### config.mk
export PLATFORM = sky130hd
export DESIGN_NAME = memctl_cfg_regs
export DESIGN_NICKNAME = d
export VERILOG_FILES = /design/src/rtl/mcr_pkg.sv /design/src/rtl/mcr_size_enc.sv /design/src/rtl/mcr_decode.sv /design/src/rtl/mcr_regfile.sv /design/src/rtl/memctl_cfg_regs.sv
export SDC_FILE = /design/constraint.sdc
export NUM_CORES = 1
export LEC_CHECK = 0
export BUFFER_PORTS_ARGS = -buffer_cell sky130_fd_sc_hd__clkbuf_2
export CAP_MARGIN = 20
export CORE_MARGIN = 4
export CORE_UTILIZATION = 54
export CTS_BUF_LIST = sky130_fd_sc_hd__clkbuf_4
export CTS_CLUSTER_DIAMETER = 30
export DETAILED_ROUTE_END_ITERATION = 10
export PLACE_DENSITY_LB_ADDON = 0.25
export RECOVER_POWER = 100
export SETUP_SLACK_MARGIN = 0.2
export SYNTH_ARGS = -nofsm -noshare
export SYNTH_HDL_FRONTEND = slang
export SYNTH_SLANG_ARGS = --single-unit
### constraint.sdc
create_clock -name clk -period 2 [get_ports clk]
set_input_delay 0.1 -clock clk [delete_from_list [all_inputs] [get_ports clk]]
set_output_delay 0.1 -clock clk [all_outputs]
set_load 0.05 [all_outputs]
### src/rtl/mcr_pkg.sv
package mcr_pkg;

  localparam int unsigned DATA_W     = 32;
  localparam logic [31:0] UNLOCK_KEY = 32'hFC60_0309;

  // word indices whose position other logic depends on
  localparam int unsigned IDX_PROT = 0;
  localparam int unsigned IDX_CONF = 1;

  // capacity of size code 0 per revision, in MB
  function automatic int unsigned size_base_mb(input int unsigned rev);
    return (rev == 0) ? 64 : 128;
  endfunction

  // configuration bits that software cannot change
  function automatic logic [DATA_W-1:0] cfg_ro_mask(input int unsigned rev);
    logic [DATA_W-1:0] m;
    m = '0;
    if (rev == 0) begin
      m[31:11] = '1;
    end else begin
      m[31:28] = '1;            // hardware version
      m[19]    = 1'b1;          // cache init done
      m[18:14] = '1;
    end
    m[6]   = 1'b1;              // VGA compatibility
    m[3:2] = 2'b11;             // VGA aperture
    return m;
  endfunction

  // configuration value after reset
  function automatic logic [DATA_W-1:0] cfg_reset_value(input int unsigned rev,
                                                        input logic [1:0] code);
    logic [DATA_W-1:0] d;
    d      = '0;
    d[1:0] = code;
    if (rev == 0) begin
      d[6] = 1'b1;
    end else begin
      d[31:28] = 4'd1;
      d[3:2]   = 2'b11;
    end
    return d;
  endfunction

endpackage

### src/rtl/mcr_size_enc.sv
module mcr_size_enc #(
  parameter int unsigned REV  = 0,
  parameter int unsigned MB_W = 11
) (
  input  logic [MB_W-1:0] ram_mb,
  output logic [1:0]      size_code
);
  localparam int unsigned BASE_MB = mcr_pkg::size_base_mb(REV);
  localparam int unsigned N_CODES = 4;

  logic [N_CODES-1:0] hit;

  for (genvar i = 0; i < N_CODES; i++) begin : g_cmp
    localparam int unsigned CAP_MB = BASE_MB << i;
    assign hit[i] = (ram_mb == MB_W'(CAP_MB));
  end

  // unsupported capacity leaves code 0
  always_comb begin
    size_code = 2'd0;
    for (int i = 0; i < N_CODES; i++) begin
      if (hit[i]) size_code = 2'(i);
    end
  end
endmodule

### src/rtl/mcr_decode.sv
module mcr_decode #(
  parameter int unsigned ADDR_W   = 12,
  parameter int unsigned NUM_REGS = 4,
  parameter int unsigned IDX_W    = 2
) (
  input  logic              valid,
  input  logic              we,
  input  logic [ADDR_W-1:0] addr,
  input  logic              unlocked,
  output logic [IDX_W-1:0]  idx,
  output logic              do_write,
  output logic              do_read,
  output logic              err
);
  localparam int unsigned WORD_W = ADDR_W - 2;

  logic [WORD_W-1:0] word;
  logic              aligned;
  logic              in_range;
  logic              is_prot;
  logic              wr_allowed;

  assign word       = addr[ADDR_W-1:2];
  assign aligned    = (addr[1:0] == 2'b00);
  assign in_range   = aligned && (32'(word) < NUM_REGS);
  assign idx        = word[IDX_W-1:0];
  assign is_prot    = (32'(word) == mcr_pkg::IDX_PROT);
  assign wr_allowed = is_prot || unlocked;

  assign do_write = valid && we && in_range && wr_allowed;
  assign do_read  = valid && !we && in_range;
  assign err      = valid && (!in_range || (we && !wr_allowed));
endmodule

### src/rtl/mcr_regfile.sv
module mcr_regfile #(
  parameter int unsigned REV      = 0,
  parameter int unsigned NUM_REGS = 4,
  parameter int unsigned IDX_W    = 2
) (
  input  logic                      clk,
  input  logic                      rst,
  input  logic [mcr_pkg::DATA_W-1:0] reset_cfg,
  input  logic                      do_write,
  input  logic                      do_read,
  input  logic [IDX_W-1:0]          idx,
  input  logic [mcr_pkg::DATA_W-1:0] wdata,
  output logic [mcr_pkg::DATA_W-1:0] rdata_q,
  output logic [mcr_pkg::DATA_W-1:0] prot_word,
  output logic [mcr_pkg::DATA_W-1:0] conf_word
);
  localparam int unsigned          DW      = mcr_pkg::DATA_W;
  localparam logic [DW-1:0]        RO_MASK = mcr_pkg::cfg_ro_mask(REV);
  localparam logic [IDX_W-1:0]     CONF_IX = IDX_W'(mcr_pkg::IDX_CONF);

  logic [DW-1:0] word_q [NUM_REGS];
  logic [DW-1:0] merged;

  assign merged = (word_q[mcr_pkg::IDX_CONF] & RO_MASK) | (wdata & ~RO_MASK);

  always_ff @(posedge clk) begin
    if (rst) begin
      for (int i = 0; i < NUM_REGS; i++) word_q[i] <= '0;
      word_q[mcr_pkg::IDX_CONF] <= reset_cfg;
      rdata_q <= '0;
    end else begin
      if (do_write) begin
        if (idx == CONF_IX) word_q[idx] <= merged;
        else                word_q[idx] <= wdata;
      end
      rdata_q <= do_read ? word_q[idx] : '0;
    end
  end

  assign prot_word = word_q[mcr_pkg::IDX_PROT];
  assign conf_word = word_q[mcr_pkg::IDX_CONF];
endmodule

### src/rtl/memctl_cfg_regs.sv
module memctl_cfg_regs #(
  parameter int unsigned REV      = 0,
  parameter int unsigned ADDR_W   = 12,
  parameter int unsigned NUM_REGS = 4,
  parameter int unsigned MB_W     = 11
) (
  input  logic              clk,
  input  logic              rst,
  input  logic [MB_W-1:0]   ram_mb,
  input  logic              bus_valid,
  input  logic              bus_we,
  input  logic [ADDR_W-1:0] bus_addr,
  input  logic [31:0]       bus_wdata,
  output logic [31:0]       bus_rdata,
  output logic              bus_err
);
  localparam int unsigned IDX_W = (NUM_REGS > 2) ? $clog2(NUM_REGS) : 1;

  if (REV > 1) begin : g_bad_rev
    $error("memctl_cfg_regs: REV must be 0 or 1");
  end
  if (NUM_REGS < 2 || NUM_REGS >= (1 << (ADDR_W - 2))) begin : g_bad_regs
    $error("memctl_cfg_regs: NUM_REGS out of range");
  end

  logic [1:0]       size_code;
  logic [31:0]      reset_cfg;
  logic [IDX_W-1:0] idx;
  logic             do_write;
  logic             do_read;
  logic             err_now;
  logic             unlocked;
  logic [31:0]      prot_word;
  logic [31:0]      conf_word;
  logic             err_q;

  mcr_size_enc #(.REV(REV), .MB_W(MB_W)) u_size (
    .ram_mb    (ram_mb),
    .size_code (size_code)
  );

  assign reset_cfg = mcr_pkg::cfg_reset_value(REV, size_code);
  assign unlocked  = (prot_word == mcr_pkg::UNLOCK_KEY);

  mcr_decode #(.ADDR_W(ADDR_W), .NUM_REGS(NUM_REGS), .IDX_W(IDX_W)) u_dec (
    .valid    (bus_valid),
    .we       (bus_we),
    .addr     (bus_addr),
    .unlocked (unlocked),
    .idx      (idx),
    .do_write (do_write),
    .do_read  (do_read),
    .err      (err_now)
  );

  mcr_regfile #(.REV(REV), .NUM_REGS(NUM_REGS), .IDX_W(IDX_W)) u_regs (
    .clk       (clk),
    .rst       (rst),
    .reset_cfg (reset_cfg),
    .do_write  (do_write),
    .do_read   (do_read),
    .idx       (idx),
    .wdata     (bus_wdata),
    .rdata_q   (bus_rdata),
    .prot_word (prot_word),
    .conf_word (conf_word)
  );

  always_ff @(posedge clk) begin
    if (rst) err_q <= 1'b0;
    else     err_q <= err_now;
  end

  assign bus_err = err_q;
endmodule

; ---- Yosys cells after proc, flatten, opt, wreduce, memory -nomap -nowiden
; Memory sizes are Yosys's and may differ from the RTL's. A register that Yosys moved wholly into a read port is not among the register bits.
; Cells that the tools add are included.
[classes]
mux = 18
n_reduce_logical = 17
eq_ne = 5
order_cmp = 1
n_bitwise = 4
[op_table]
columns = operator, n
row1 = 32-bit two-way mux, 3
row2 = "32-bit equality test, second input constant", 1
row3 = 32-bit by 11-bit OR with 32-bit output, 1
row4 = 32-bit OR reduction, 1
row5 = 1-bit two-way mux, 12
row6 = "11-bit by 10-bit equality test with 1-bit output, second input constant", 1
row7 = "11-bit by 8-bit equality test with 1-bit output, second input constant", 1
row8 = "11-bit by 9-bit equality test with 1-bit output, second input constant", 1
row9 = 10-bit zero test, 1
row10 = "10-bit by 3-bit less-than comparator with 1-bit output, second input constant", 1
row11 = 1-bit logical AND, 8
row12 = 2-bit two-way mux, 3
row13 = 1-bit zero test, 3
row14 = "2-bit by 1-bit equality test with 1-bit output, second input constant", 1
row15 = 2-bit zero test, 1
row16 = 1-bit logical OR, 2
row17 = 1-bit OR, 2
row18 = 2-bit OR reduction, 1
row19 = 1-bit NOT, 1
[totals]
mem_count = 1
ff_bits = 1
out_inout_bits = 33
in_bits = 59
wordCells = 47
ramBits = 128
[mem_list]
columns = memory, words, word_bits, rd, rd_clocked_by_memory_dff, write_ports, line_no
row1 = u_regs.word_q, 4, 32, 3, 1, 4, mcr_regfile.sv:21  ; logic [DW-1:0] word_q [NUM_REGS];

; ---- Longest topological paths before layout
; Gate-level depths: netlist of the first run.
[logic_depth]
depth_word = 10
mapped_depth = 6
depth_no_buf = 4

; ---- Cells and area by module
; Synthesis of the first run repeated with hierarchy kept, for this count alone.
[hier_totals]
cells_unflattened = 474
hier_area_um2 = 7000.5
[modules_own_cells]
columns = mod, cells_each, n_inst, area_per_inst_um2
row1 = mcr_regfile, 440, 1, 6725.2
row2 = memctl_cfg_regs, 15, 1, 133.9
row3 = mcr_decode, 13, 1, 96.3
row4 = mcr_size_enc, 6, 1, 45.0

; ---- Worst setup path before layout of the first run
; Ideal clock, no wire load.
[synth_path]
path_kind = reg-to-reg
from = memory u_regs.word_q[0][13] (netlist name)
to = memory u_regs.word_q[3][0] (netlist name) (enable)
required_time_ns = 1.610
path_buffers = 0
path_stages_with_launch = 5
t_arrival_ns = 1.860
period_less_slack_ns = 2.250
setup_time_ns = 0.390
path_slack_ns = -0.250
cell_sequence = edfxtp_1 -> nor4_4 -> nand4_4 -> nor2_1 -> a41o_1
[synth_lines]
columns = element, line_no
row1 = "start, declared", mcr_regfile.sv:21

==> key figures, run 1 <==
STA
  – Worst Slack Setup Final: about 0.063 ns
  – Fin. max-slew vios: 0
  – Maximum clock frequency: 0.5162 GHz
  – Relative slew margins: 0.4673
  – Total negative setup slack: 0 ns
  – Final min period: a little under 2 ns
  – Final period utilization: 0.9685
  – Worst slew pin tran: about 0.80 ns
  – Final Hold Vio Count: 0
  – Setup repair after global routing missed its margin: yes
  – Final-report setup violation count: 0
  – Worst clock skew: ~0.024 ns

Detailed routing
  – Post-detailed-route DRC marker count: 0
  – Detailed-route wire length: between 15000 and 20000 um
  – Per-cell via count in the routed design: between 5 and 6
  – Starting DRT DRC Count: around 350
  – Detail Route Antenna Nets: 0
  – Average wire per standard cell: between 20 and 25 um
  – Via count: about 4600
  – Detailed-router iteration count before antenna repair: 4

Power
  – Worst IR drop on VDD: around 530 uV
  – Internal power: 5.024 mW
  – Power density normalized to cell area: ~760 nW/um^2
  – Switching share of power: 0.2180
  – NetSw: ~1.4 mW
  – Combinational fraction of design power: 0.083
  – Sequential cell fraction of total power: 0.566
  – Part of the power in the clock network: 0.351
  – Total Power: around 6.4 mW
  – Total leakage power: around 3.4 nW

Floorplanning
  – Die Area: 14620 um^2
  – Number of I/O pins: 92
  – Total number of placement rows: 40
  – Die height: between 100 and 150 um
  – Starting density of the core: 0.5616
  – Area of the placeable core: between 10000 and 15000 um^2
  – Horizontal die dimension: between 100 and 150 um

GRT
  – Remaining global-route overflow: 0
  – Total track usage: 0.2387
  – Global-route wire length before repair: ~26000 um
  – Largest net degree at the start of global routing: 39
  – Number of antenna violations at the first check in global routing: 0
  – Number of global-route vias before repair: about 5000

Yosys
  – Mean instance size in the synthesized netlist: 13.69 um^2
  – Summed instance area of the synthesized netlist: roughly 7000 um^2
  – Commonest register cell after synthesis: sky130_fd_sc_hd__edfxtp_1
  – Async set-or-reset flop fraction in the synthesized netlist: 0
  – Number of warnings issued by yosys: 0
  – Count of state elements after synthesis: ~160
  – Post-synth EDFFs: 98
  – Number of nets produced by synthesis: 562
  – Mapped Cells: around 500
  – Number of distinct standard cells referenced by the synthesized netlist: 37
  – Post-synthesis sequential area ratio: 0.6105

Finish
  – Most frequent standard cell in the layout excluding fill and tap cells: sky130_fd_sc_hd__edfxtp_1
  – Number of standard cells in the layout, taps in and fillers out: 825
  – Net count reported at finish: around 700
  – Area growth syn-to-layout: 22.80%
  – Commonest cells after routing, fill and taps aside: sky130_fd_sc_hd__edfxtp_1 (98), sky130_fd_sc_hd__nor3_1 (65), sky130_fd_sc_hd__dfxtp_1 (63)
  – Antenna diode count: 0
  – Layout cells sized above 1: 0.2588
  – Total non-filler cell area in the finished layout: approximately 8500 um^2

Critical path
  – Required @ worst endpoint: roughly 2.3 ns
  – Kind of critical path: register to register
  – Crit start category: register
  – Worst Path Arrival: between 2 and 2.5 ns
  – Largest driver fanout on the critical path: 9
  – Critical path endpoint category: register

Clock network
  – Number of sinks handled by clock tree synthesis: around 160
  – Number of H-tree levels: 4
  – Clock insertion delay at the later pin of the skew report: between 0.5 and 0.6 ns
  – CTS tree: yes
  – CTS clk-pin slew, worst paths: approximately 0.13 ns
  – Maximum root-to-sink buffer count: 2
  – CTS Root Buffer Type: sky130_fd_sc_hd__clkbuf_4
  – Inserted Clock Buffers: 17

Worst hold path
  – Type of the worst min-delay path: input port to register

Place
  – Port Buffers: about 90
  – Placed cell count: 754
  – Placed wire-length estimate: roughly 11000 um
  – Pre-CTS setup slack: roughly 0.072 ns
  – Post-DP Area: between 7000 and 8000 um^2
  – Final weighted congestion in routability-driven placement: 0.7713

Run
  – Number of maximum-capacitance violations: 0

Status
  – Outcome: completed
## worst max-delay path, stage by stage, from the launching register on
cell and delay (ns):
sky130_fd_sc_hd__edfxtp_1 0.44, sky130_fd_sc_hd__nor4b_4 0.33, sky130_fd_sc_hd__nand4_2 0.23, sky130_fd_sc_hd__nor3_2 0.24, sky130_fd_sc_hd__a21o_4 0.24, sky130_fd_sc_hd__buf_12 0.16
## layer usage
metal	GRT usage	part of all wire	up-vias
li1	-	-	2142
met1	0.3026	0.41	2243
met2	0.4071	0.51	177
met3	0.05082	0.063	30
met4	0.08357	0.017	0
met5	0	0	-
## through the flow
step                      hold WS [ns]  utilization
after detailed placement        0.4023       0.6312
after CTS                      0.01552       0.6909
after global placement          0.3941       0.6312
after global routing           0.01639       0.6897
final                         0.005857       0.6897
after floorplan                 0.2555            -
## power groups by stage
stage                     Combinational (mW)  Sequential, mW  Clock (mW)
after floorplan                        0.264            3.69           0
after global placement                 0.458            3.70           0
after detailed placement               0.468            3.71           0
after CTS                              0.527            3.63        2.30
after global routing                   0.574            3.64        2.45
final                                  0.533            3.64        2.26
## area by class of cell
class | count | area, um^2
tap | 168 | 210.2
inverter | 32 | 120.1
clock inverter | 11 | 187.7
timing repair buffer | 160 | 1136
clock buffer | 21 | 157.7
fill | 873 | 3805
sequential | 161 | 4204
multi-input combinational | 272 | 2441
## cell usage after synthesis (3+ instances only)
cell / number / share of area
sky130_fd_sc_hd__nand4_1: 3 / 0.0027
sky130_fd_sc_hd__and3_1: 33 / 0.030
sky130_fd_sc_hd__nor2b_1: 23 / 0.021
sky130_fd_sc_hd__buf_2: 12 / 0.0087
sky130_fd_sc_hd__nor3_1: 67 / 0.049
sky130_fd_sc_hd__dfxtp_1: 63 / 0.18
sky130_fd_sc_hd__nor4_2: 3 / 0.0055
sky130_fd_sc_hd__nor4_4: 3 / 0.0093
sky130_fd_sc_hd__clkbuf_1: 24 / 0.013
sky130_fd_sc_hd__nand2b_1: 12 / 0.011
sky130_fd_sc_hd__inv_1: 32 / 0.017
sky130_fd_sc_hd__nor2_1: 6 / 0.0033
sky130_fd_sc_hd__mux4_2: 30 / 0.098
sky130_fd_sc_hd__mux2i_1: 30 / 0.044
sky130_fd_sc_hd__edfxtp_1: 98 / 0.43
sky130_fd_sc_hd__and2_1: 33 / 0.030
## path summary, 6_finish.rpt
path,startpoint,to,slack [ns],depth (start not counted)
max,u_regs.word_q[0][25]$_SDFFCE_PN0P_,u_regs.word_q[2][30]$_SDFFCE_PN0P_,0.06,5
min,rst,bus_err$_SDFF_PP0_,0.006,3
max reg2reg,u_regs.word_q[0][25]$_SDFFCE_PN0P_,u_regs.word_q[2][30]$_SDFFCE_PN0P_,0.06,5
min reg2reg,u_regs.word_q[1][4]$_SDFFE_PP0P_,u_regs.word_q[1][4]$_SDFFE_PP0P_,0.49,2
## repair_timing
item                                    in CTS  in global routing
pin swaps                                    1                  3
endpoints found under the setup margin     107                135
buffers inserted                             0                  0
endpoints found under the hold margin      105                  0
hold buffers                                36                  0
gates cloned                                 0                  3
resized for setup                            4                 16
## state kept, by name, indices dropped and copies added (netlist names)
| name | cells |
|---|---|
| bus_err | 1 |
| u_regs.word_q | 128 |
| u_regs.rdata_q | 32 |
## kinds of logic after synthesis
family,Yosys count,synth area share
AND/OR/NAND/NOR,200,0.1884
AO/OA/AOI/OAI,8,0.008903
flip-flops,161,0.6105
buffers and inverters,70,0.04034
XOR/XNOR,2,0.002544
multiplexers,62,0.1493
Power figures use the tool's default switching activity.
==> run 2, diff against run 1 <==
--- a/config.mk
+++ b/config.mk
@@ -17,4 +17,5 @@
 export SETUP_SLACK_MARGIN = 0.2
 export SYNTH_ARGS = -nofsm -noshare
 export SYNTH_HDL_FRONTEND = slang
+export SYNTH_HIERARCHICAL = 1
 export SYNTH_SLANG_ARGS = --single-unit
==> key figures, run 2 <==
Status
  – Outcome: finished, violations left
  – Violations in the final reports: negative setup slack

Worst hold path
  – Type of the worst min-delay path: input port to register

Yosys
  – Area fraction of the dominant cell type after synthesis: 0.5491 (+0.1217)
  – Post-synthesis sequential area ratio: 0.6434 (+0.03297)
  – Commonest register cell after synthesis: sky130_fd_sc_hd__edfxtp_1
  – Number of distinct standard cells referenced by the synthesized netlist: 37 (unchanged)
  – Summed instance area of the synthesized netlist: 7000 um^2 (+1.7%)
  – Leading cell types by count after synthesis: sky130_fd_sc_hd__edfxtp_1 (128), sky130_fd_sc_hd__and2_1 (72), sky130_fd_sc_hd__nor2b_1 (34)
  – Mean instance size in the synthesized netlist: 14.77 um^2 (+7.9%)
  – Count of state elements after synthesis: 161 (unchanged)
  – Post-synth EDFFs: 128 (+31%)
  – Top post-synthesis cells by area: sky130_fd_sc_hd__edfxtp_1 (55%), sky130_fd_sc_hd__mux4_2 (10%), sky130_fd_sc_hd__dfxtp_1 (9.4%)
  – Mapped Cells: 474 (-5.8%)
  – Cell with the most instances after synthesis: sky130_fd_sc_hd__edfxtp_1
  – Library cell occupying the most area in the post-synthesis netlist: sky130_fd_sc_hd__edfxtp_1
  – Number of warnings issued by yosys: 6 (+6)
  – Async set-or-reset flop fraction in the synthesized netlist: 0 (unchanged)

Clock network
  – CTS tree: yes
  – CTS Root Buffer Type: sky130_fd_sc_hd__clkbuf_4
  – Maximum root-to-sink buffer count: 2 (unchanged)
  – Number of sinks handled by clock tree synthesis: 161 (unchanged)
  – CTS clk-pin slew, worst paths: 0.14 ns (about the same)
  – Inserted Clock Buffers: 17 (unchanged)
  – Number of H-tree levels: 4 (unchanged)
  – Clock insertion delay at the later pin of the skew report: 0.58 ns (about the same)

GRT
  – Global-route wire length before repair: 25890 um (-1.2%)
  – Number of antenna violations at the first check in global routing: 1 (+1)
  – Largest net degree at the start of global routing: 40 (+2.6%)
  – Total track usage: 0.2384 (-0.0002430)
  – Remaining global-route overflow: 0 (unchanged)
  – Number of global-route vias before repair: 4719 (-4.7%)

Critical path
  – Largest stage delay, worst path: 0.43 ns (about the same)
  – Required @ worst endpoint: 2.31 ns (+0.03 ns)
  – Kind of critical path: register to register
  – Largest driver fanout on the critical path: 5 (-4)
  – Family of cells with the greatest summed delay on the critical path: simple AND/OR/NAND/NOR gates
  – Sequence of cells on the critical path: nor4b_2 -> buf_4 -> nand4_1 -> nor4_4 -> o21ai_1 -> nor3_2 -> buf_4 -> inv_4 -> o21bai_4 -> buf_6 -> buf_12 -> buf_16
  – Most used cell along the critical path: sky130_fd_sc_hd__buf_4
  – CP max stage cell: sky130_fd_sc_hd__edfxtp_1
  – Crit start category: register
  – Critical path endpoint category: register
  – Count of buffer and inverter cells on the critical path: 6 (+5)
  – Worst Path Arrival: 2.90 ns (+0.69 ns)

Power
  – Total leakage power: 3.612 nW (+6.0%)
  – Switching share of power: 0.2281 (+0.01007)
  – Worst IR drop on VDD: 416.8 uV (-21%)
  – NetSw: 1.507 mW (+7.6%)
  – Total Power: 6.608 mW (+2.9%)
  – Internal power: 5.101 mW (+1.5%)
  – Sequential cell fraction of total power: 0.577 (+0.011)
  – Part of the power in the clock network: 0.324 (-0.027)
  – Combinational fraction of design power: 0.099 (+0.016)
  – Power density normalized to cell area: 722.8 nW/um^2 (-4.9%)

STA
  – Final period utilization: 1.293 (+0.3247)
  – Worst slew pin tran: 0.6150 ns (-0.1841 ns)
  – Setup repair after global routing missed its margin: yes
  – Relative slew margins: 0.5918 (+0.1245)
  – Final min period: 2.586 ns (+0.6493 ns)
  – Fin. max-slew vios: 0 (unchanged)
  – Final-report setup violation count: 257 (+257)
  – Worst Slack Setup Final: -0.5864 ns (-0.6493 ns)
  – Maximum clock frequency: 0.3866 GHz (-25%)
  – Final Hold Vio Count: 0 (unchanged)
  – Worst clock skew: 0.01599 ns (-0.008368 ns)

Finish
  – Number of inserted filler cells in the final layout: 884 (+1.3%)
  – Layout cells sized above 1: 0.3059 (+0.04716)
  – Number of standard cells in the layout, taps in and fillers out: 866 (+5.0%)
  – Top register by number of flip-flops: u_regs/word_q
  – Net count reported at finish: 739 (+5.1%)
  – Max reg flops: 128 (unchanged)
  – Most frequent standard cell in the layout excluding fill and tap cells: sky130_fd_sc_hd__edfxtp_1
  – Area growth syn-to-layout: 30.60%
  – Commonest cells after routing, fill and taps aside: sky130_fd_sc_hd__edfxtp_1 (128), sky130_fd_sc_hd__and2_1 (63), sky130_fd_sc_hd__clkbuf_2 (58)

Place
  – Final weighted congestion in routability-driven placement: 0.7738 (+0.32%)
  – Placed wire-length estimate: 10380 um (-3.5%)
  – Port Buffers: 91 (unchanged)
  – Placed cell count: 775 (+2.8%)

Detailed routing
  – Average wire per standard cell: 19.04 um (-6.0%)
  – Detailed-router iteration count before antenna repair: 5 (+1)
  – Detail Route Antenna Nets: 0 (unchanged)
  – Via count: 4585 (-0.15%)
  – Per-cell via count in the routed design: 5.294 (-4.9%)
  – Detailed-route wire length: 16490 um (-1.3%)
  – Post-detailed-route DRC marker count: 0 (unchanged)
  – Starting DRT DRC Count: 360 (+3.4%)

Floorplanning
  – Number of I/O pins: 92 (unchanged)
  – Die Area: 14850 um^2 (+1.5%)
  – Horizontal die dimension: 121.9 um (+0.77%)
  – Die height: 121.9 um (+0.77%)
  – Starting density of the core: 0.5525 (-0.009149)
  – Total number of placement rows: 41 (+2.5%)
  – Area of the placeable core: 12670 um^2 (+3.3%)

Run
  – Number of maximum-capacitance violations: 0 (unchanged)
## run 2: worst paths after layout
| path | startpoint | to | slack (ns) | depth (start not counted) |
|---|---|---|---|---|
| worst max-delay path | u_regs/word_q[0][1]$_SDFFCE_PN0P_ | u_regs/word_q[1][20]$_DFFE_PP_ | -0.59 | 12 |
| worst min-delay path | ram_mb[2] | u_regs/word_q[1][0]$_DFFE_PP_ | 0.07 | 4 |
| worst max register to register | u_regs/word_q[0][1]$_SDFFCE_PN0P_ | u_regs/word_q[1][20]$_DFFE_PP_ | -0.59 | 12 |
| worst min register to register | u_regs/word_q[1][24]$_DFFE_PP_ | u_regs/word_q[3][24]$_DFFE_PP_ | 0.65 | 2 |
## run 2: area by class of cell
type / count / area, um^2 / share of cell area
antenna: 1 / 2.502 / 0.0002737
timing repair buffer: 190 / 1583 / 0.1731
inverter: 1 / 6.256 / 0.0006843
sequential: 161 / 4504 / 0.4927
multi-input combinational: 309 / 2511 / 0.2747
tap: 172 / 215.2 / 0.02354
clock inverter: 15 / 192.7 / 0.02108
clock buffer: 17 / 127.6 / 0.01396
## run 2: kinds of logic (layout without fill, tap and decap cells)
logic type / after synthesis / in the layout / synth area share
compound gates: 36 / 36 / 0.03039
xor+xnor: 2 / 2 / 0.002503
buf+inv: 32 / 223 / 0.02752
flops: 161 / 161 / 0.6434
mux: 56 / 56 / 0.1373
other cells: 2 / 31 / 0.001073
simple gates: 185 / 185 / 0.1578
## run 2: power groups by stage
| stage | Combinational [mW] | Clock, mW | Sequential, mW |
|---|---|---|---|
| after floorplan | 0.320 | 0 | 3.86 |
| after global placement | 0.524 | 0 | 3.88 |
| after detailed placement | 0.532 | 0 | 3.88 |
| after CTS | 0.643 | 2.17 | 3.81 |
| after global routing | 0.702 | 2.34 | 3.83 |
| final | 0.654 | 2.14 | 3.81 |
## run 2: repair_timing
item	4_1_cts	5_1_grt
hold buffers	38	0
setup endpoints to repair	257	257
buffers inserted	12	2
endpoints found under the hold margin	128	0
gates cloned	5	1
resized for setup	34	6
pin swaps	0	1
## run 2: layer usage
metal	vias to the layer above	wire length (um)	global-route usage
met3	28	1053	0.04875
met4	0	381	0.09314
li1	2124	-	-
met1	2245	6727	0.3028
met2	188	8323	0.4047
met5	-	0	0
## run 2: stage by stage
step / hold slack (ns) / utilization / cell area, um^2 / TNS [ns] / setup WS, ns
4_1_cts: 0.04425 / 0.7189 / 9109 / -110.40 / -0.5480
3_3_place_gp: 0.4187 / 0.6360 / 8059 / -115.56 / -0.5735
6_report: 0.07008 / 0.7215 / 9143 / -117.97 / -0.5864
2_1_floorplan: 0.1716 / - / 7139 / -52.99 / -0.4208
3_5_place_dp: 0.4226 / 0.6360 / 8059 / -116.20 / -0.5878
5_1_grt: 0.03950 / 0.7215 / 9143 / -166.19 / -0.7748
## run 2: worst min-delay path: cells and delay by family
| family | cells | cell delay, ns |
|---|---|---|
| AND/OR/NAND/NOR | 2 | 0.17 |
| AO/OA/AOI/OAI | 1 | 0.17 |
| buffers and inverters | 1 | 0.07 |
==> run 3, diff against run 2 <==
--- a/config.mk
+++ b/config.mk
@@ -7,8 +7,10 @@
 export LEC_CHECK = 0
 export BUFFER_PORTS_ARGS = -buffer_cell sky130_fd_sc_hd__clkbuf_2
 export CAP_MARGIN = 20
+export CELL_PAD_IN_SITES_DETAIL_PLACEMENT = 2
+export CELL_PAD_IN_SITES_GLOBAL_PLACEMENT = 2
 export CORE_MARGIN = 4
-export CORE_UTILIZATION = 54
+export CORE_UTILIZATION = 38
 export CTS_BUF_LIST = sky130_fd_sc_hd__clkbuf_4
 export CTS_CLUSTER_DIAMETER = 30
 export DETAILED_ROUTE_END_ITERATION = 10
==> key figures, run 3 (synthesis results as in run 2) <==
STA
  – Final min period: 2.979 ns (+0.3930 ns)
  – Setup repair after global routing missed its margin: yes
  – Maximum clock frequency: 0.3356 GHz (-13%)
  – Fin. max-slew vios: 0 (unchanged)
  – Worst slew pin tran: 0.6645 ns (+0.04956 ns)
  – Final period utilization: 1.490 (+0.1965)
  – Relative slew margins: 0.5589 (-0.03290)
  – Final-report setup violation count: 257 (unchanged)
  – Worst Slack Setup Final: -0.9794 ns (-0.3930 ns)
  – Worst clock skew: 0.02579 ns (+0.009806 ns)
  – Final Hold Vio Count: 0 (unchanged)

Clock network
  – Clock insertion delay at the later pin of the skew report: 0.57 ns (about the same)
  – Inserted Clock Buffers: 17 (unchanged)
  – Maximum root-to-sink buffer count: 2 (unchanged)
  – Number of H-tree levels: 4 (unchanged)
  – CTS tree: yes
  – CTS Root Buffer Type: sky130_fd_sc_hd__clkbuf_4
  – Number of sinks handled by clock tree synthesis: 161 (unchanged)
  – CTS clk-pin slew, worst paths: 0.14 ns (about the same)

GRT
  – Remaining global-route overflow: 0 (unchanged)
  – Total track usage: 0.2442 (+0.005799)
  – Number of antenna violations at the first check in global routing: 1 (unchanged)
  – Largest net degree at the start of global routing: 36 (-10%)
  – Number of global-route vias before repair: 5577 (+18%)
  – Global-route wire length before repair: 36370 um (+40%)

Finish
  – Net count reported at finish: 749 (+1.4%)
  – Max reg flops: 128 (unchanged)
  – Area growth syn-to-layout: 37.59%
  – Most frequent standard cell in the layout excluding fill and tap cells: sky130_fd_sc_hd__edfxtp_1
  – Top register by number of flip-flops: u_regs/word_q
  – Commonest cells after routing, fill and taps aside: sky130_fd_sc_hd__edfxtp_1 (128), sky130_fd_sc_hd__and2_1 (71), sky130_fd_sc_hd__clkbuf_2 (58)
  – Total non-filler cell area in the finished layout: 9632 um^2 (+5.4%)
  – Layout cells sized above 1: 0.3698 (+0.06393)

Detailed routing
  – Detailed-router iteration count before antenna repair: 5 (unchanged)
  – Starting DRT DRC Count: 452 (+26%)
  – Detail Route Antenna Nets: 0 (unchanged)
  – Detailed-route wire length: 26990 um (+64%)
  – Post-detailed-route DRC marker count: 0 (unchanged)
  – Average wire per standard cell: 28.93 um (+52%)
  – Via count: 5074 (+11%)
  – Per-cell via count in the routed design: 5.438 (+2.7%)

Place
  – Port Buffers: 91 (unchanged)
  – Pre-CTS setup slack: -0.9504 ns (-0.3626 ns)
  – Post-DP Area: 8105 um^2 (+0.57%)
  – Final weighted congestion in routability-driven placement: 0.7657 (-1.0%)
  – Placed wire-length estimate: 14170 um (+37%)

Critical path
  – Kind of critical path: register to register
  – Worst Path Arrival: 3.26 ns (+0.36 ns)
  – Sequence of cells on the critical path: nor4_4 -> buf_4 -> nand4_1 -> nor4_4 -> o21ai_1 -> nor3_2 -> buf_4 -> nand2b_4 -> nor3b_4 -> or2_4 -> buf_12
  – Largest driver fanout on the critical path: 14 (+9)
  – Largest stage delay, worst path: 0.47 ns (+0.04 ns)
  – Required @ worst endpoint: 2.28 ns (-0.03 ns)
  – CP max stage cell: sky130_fd_sc_hd__edfxtp_1
  – Crit start category: register
  – Critical path endpoint category: register

Floorplanning
  – Total number of placement rows: 49 (+20%)
  – Die height: 143.7 um (+18%)
  – Area of the placeable core: 18020 um^2 (+42%)
  – Number of I/O pins: 92 (unchanged)
  – Die Area: 20660 um^2 (+39%)
  – Horizontal die dimension: 143.7 um (+18%)
  – Starting density of the core: 0.3884 (-0.1641)

Power
  – Power density normalized to cell area: 686.8 nW/um^2 (-5.0%)
  – Total leakage power: 3.756 nW (+4.0%)
  – Worst IR drop on VDD: 298.4 uV (-28%)

Status
  – Outcome: finished, violations left
  – Violations in the final reports: negative setup slack

Run
  – Number of maximum-capacitance violations: 0 (unchanged)

Worst hold path
  – Type of the worst min-delay path: input port to register
run 3: per-layer routing:
layer  track usage  vias to the layer above  wire length [um]
met5             0                        -                 0
met1        0.2937                     2684             10650
met2        0.4625                      192             14320
met3       0.02662                       48              1280
met4       0.06591                        0               739
li1              -                     2150                 -
run 3: final cells by class:
class	instances	area (um^2)
fillers	1670	8393
flip-flops and latches	161	4504
multi-input cells	309	2751
repair buffers	200	1813
well taps	229	286.5
clock buffers	20	150.1
clock inverters	12	117.6
inverters	1	6.256
diodes	1	2.502
run 3: critical path: cells and delay by family (launching register included):
family	cells	cell delay, ns
flip-flops	1	0.47
AO/OA/AOI/OAI	1	0.15
buffers and inverters	3	0.49
AND/OR/NAND/NOR	7	1.56
run 3: path summary, 6_finish.rpt:
check | start | endpoint | slack [ns] | cells after the start
worst max-delay path | u_regs/word_q[0][12]$_SDFFCE_PN0P_ | u_regs/word_q[2][23]$_SDFFCE_PN0P_ | -0.98 | 11
worst min register to register | u_regs/word_q[1][22]$_DFFE_PP_ | u_regs/word_q[3][22]$_DFFE_PP_ | 0.69 | 2
worst min-delay path | ram_mb[2] | u_regs/word_q[1][1]$_DFFE_PP_ | 0.12 | 4
worst max register to register | u_regs/word_q[0][12]$_SDFFCE_PN0P_ | u_regs/word_q[2][23]$_SDFFCE_PN0P_ | -0.98 | 11
run 3: what timing repair did:
item | 4_1_cts | 5_1_grt
gates cloned | 8 | 5
endpoints found under the setup margin | 257 | 257
setup buffers | 12 | 6
gates resized for setup | 54 | 74
pin swaps | 0 | 16
hold buffers | 37 | 0
endpoints found under the hold margin | 126 | 0
run 3: where the power goes:
part,switching [mW],internal [mW]
combinational,0.383,0.388
sequential,0.0917,3.75
clock,1.24,0.765
run 3: through the flow:
stage | power [mW] | utilization | cells | TNS [ns] | hold slack (ns)
after floorplan | 4.177 | - | 502 | -52.99 | 0.1716
after global placement | 4.409 | 0.4497 | 832 | -125.14 | 0.4189
after detailed placement | 4.451 | 0.4497 | 832 | -214.54 | 0.4279
after CTS | 6.482 | 0.5121 | 921 | -166.28 | 0.08345
after global routing | 6.853 | 0.5344 | 933 | -243.77 | 0.07408
final | 6.615 | 0.5344 | 933 | -226.83 | 0.1204
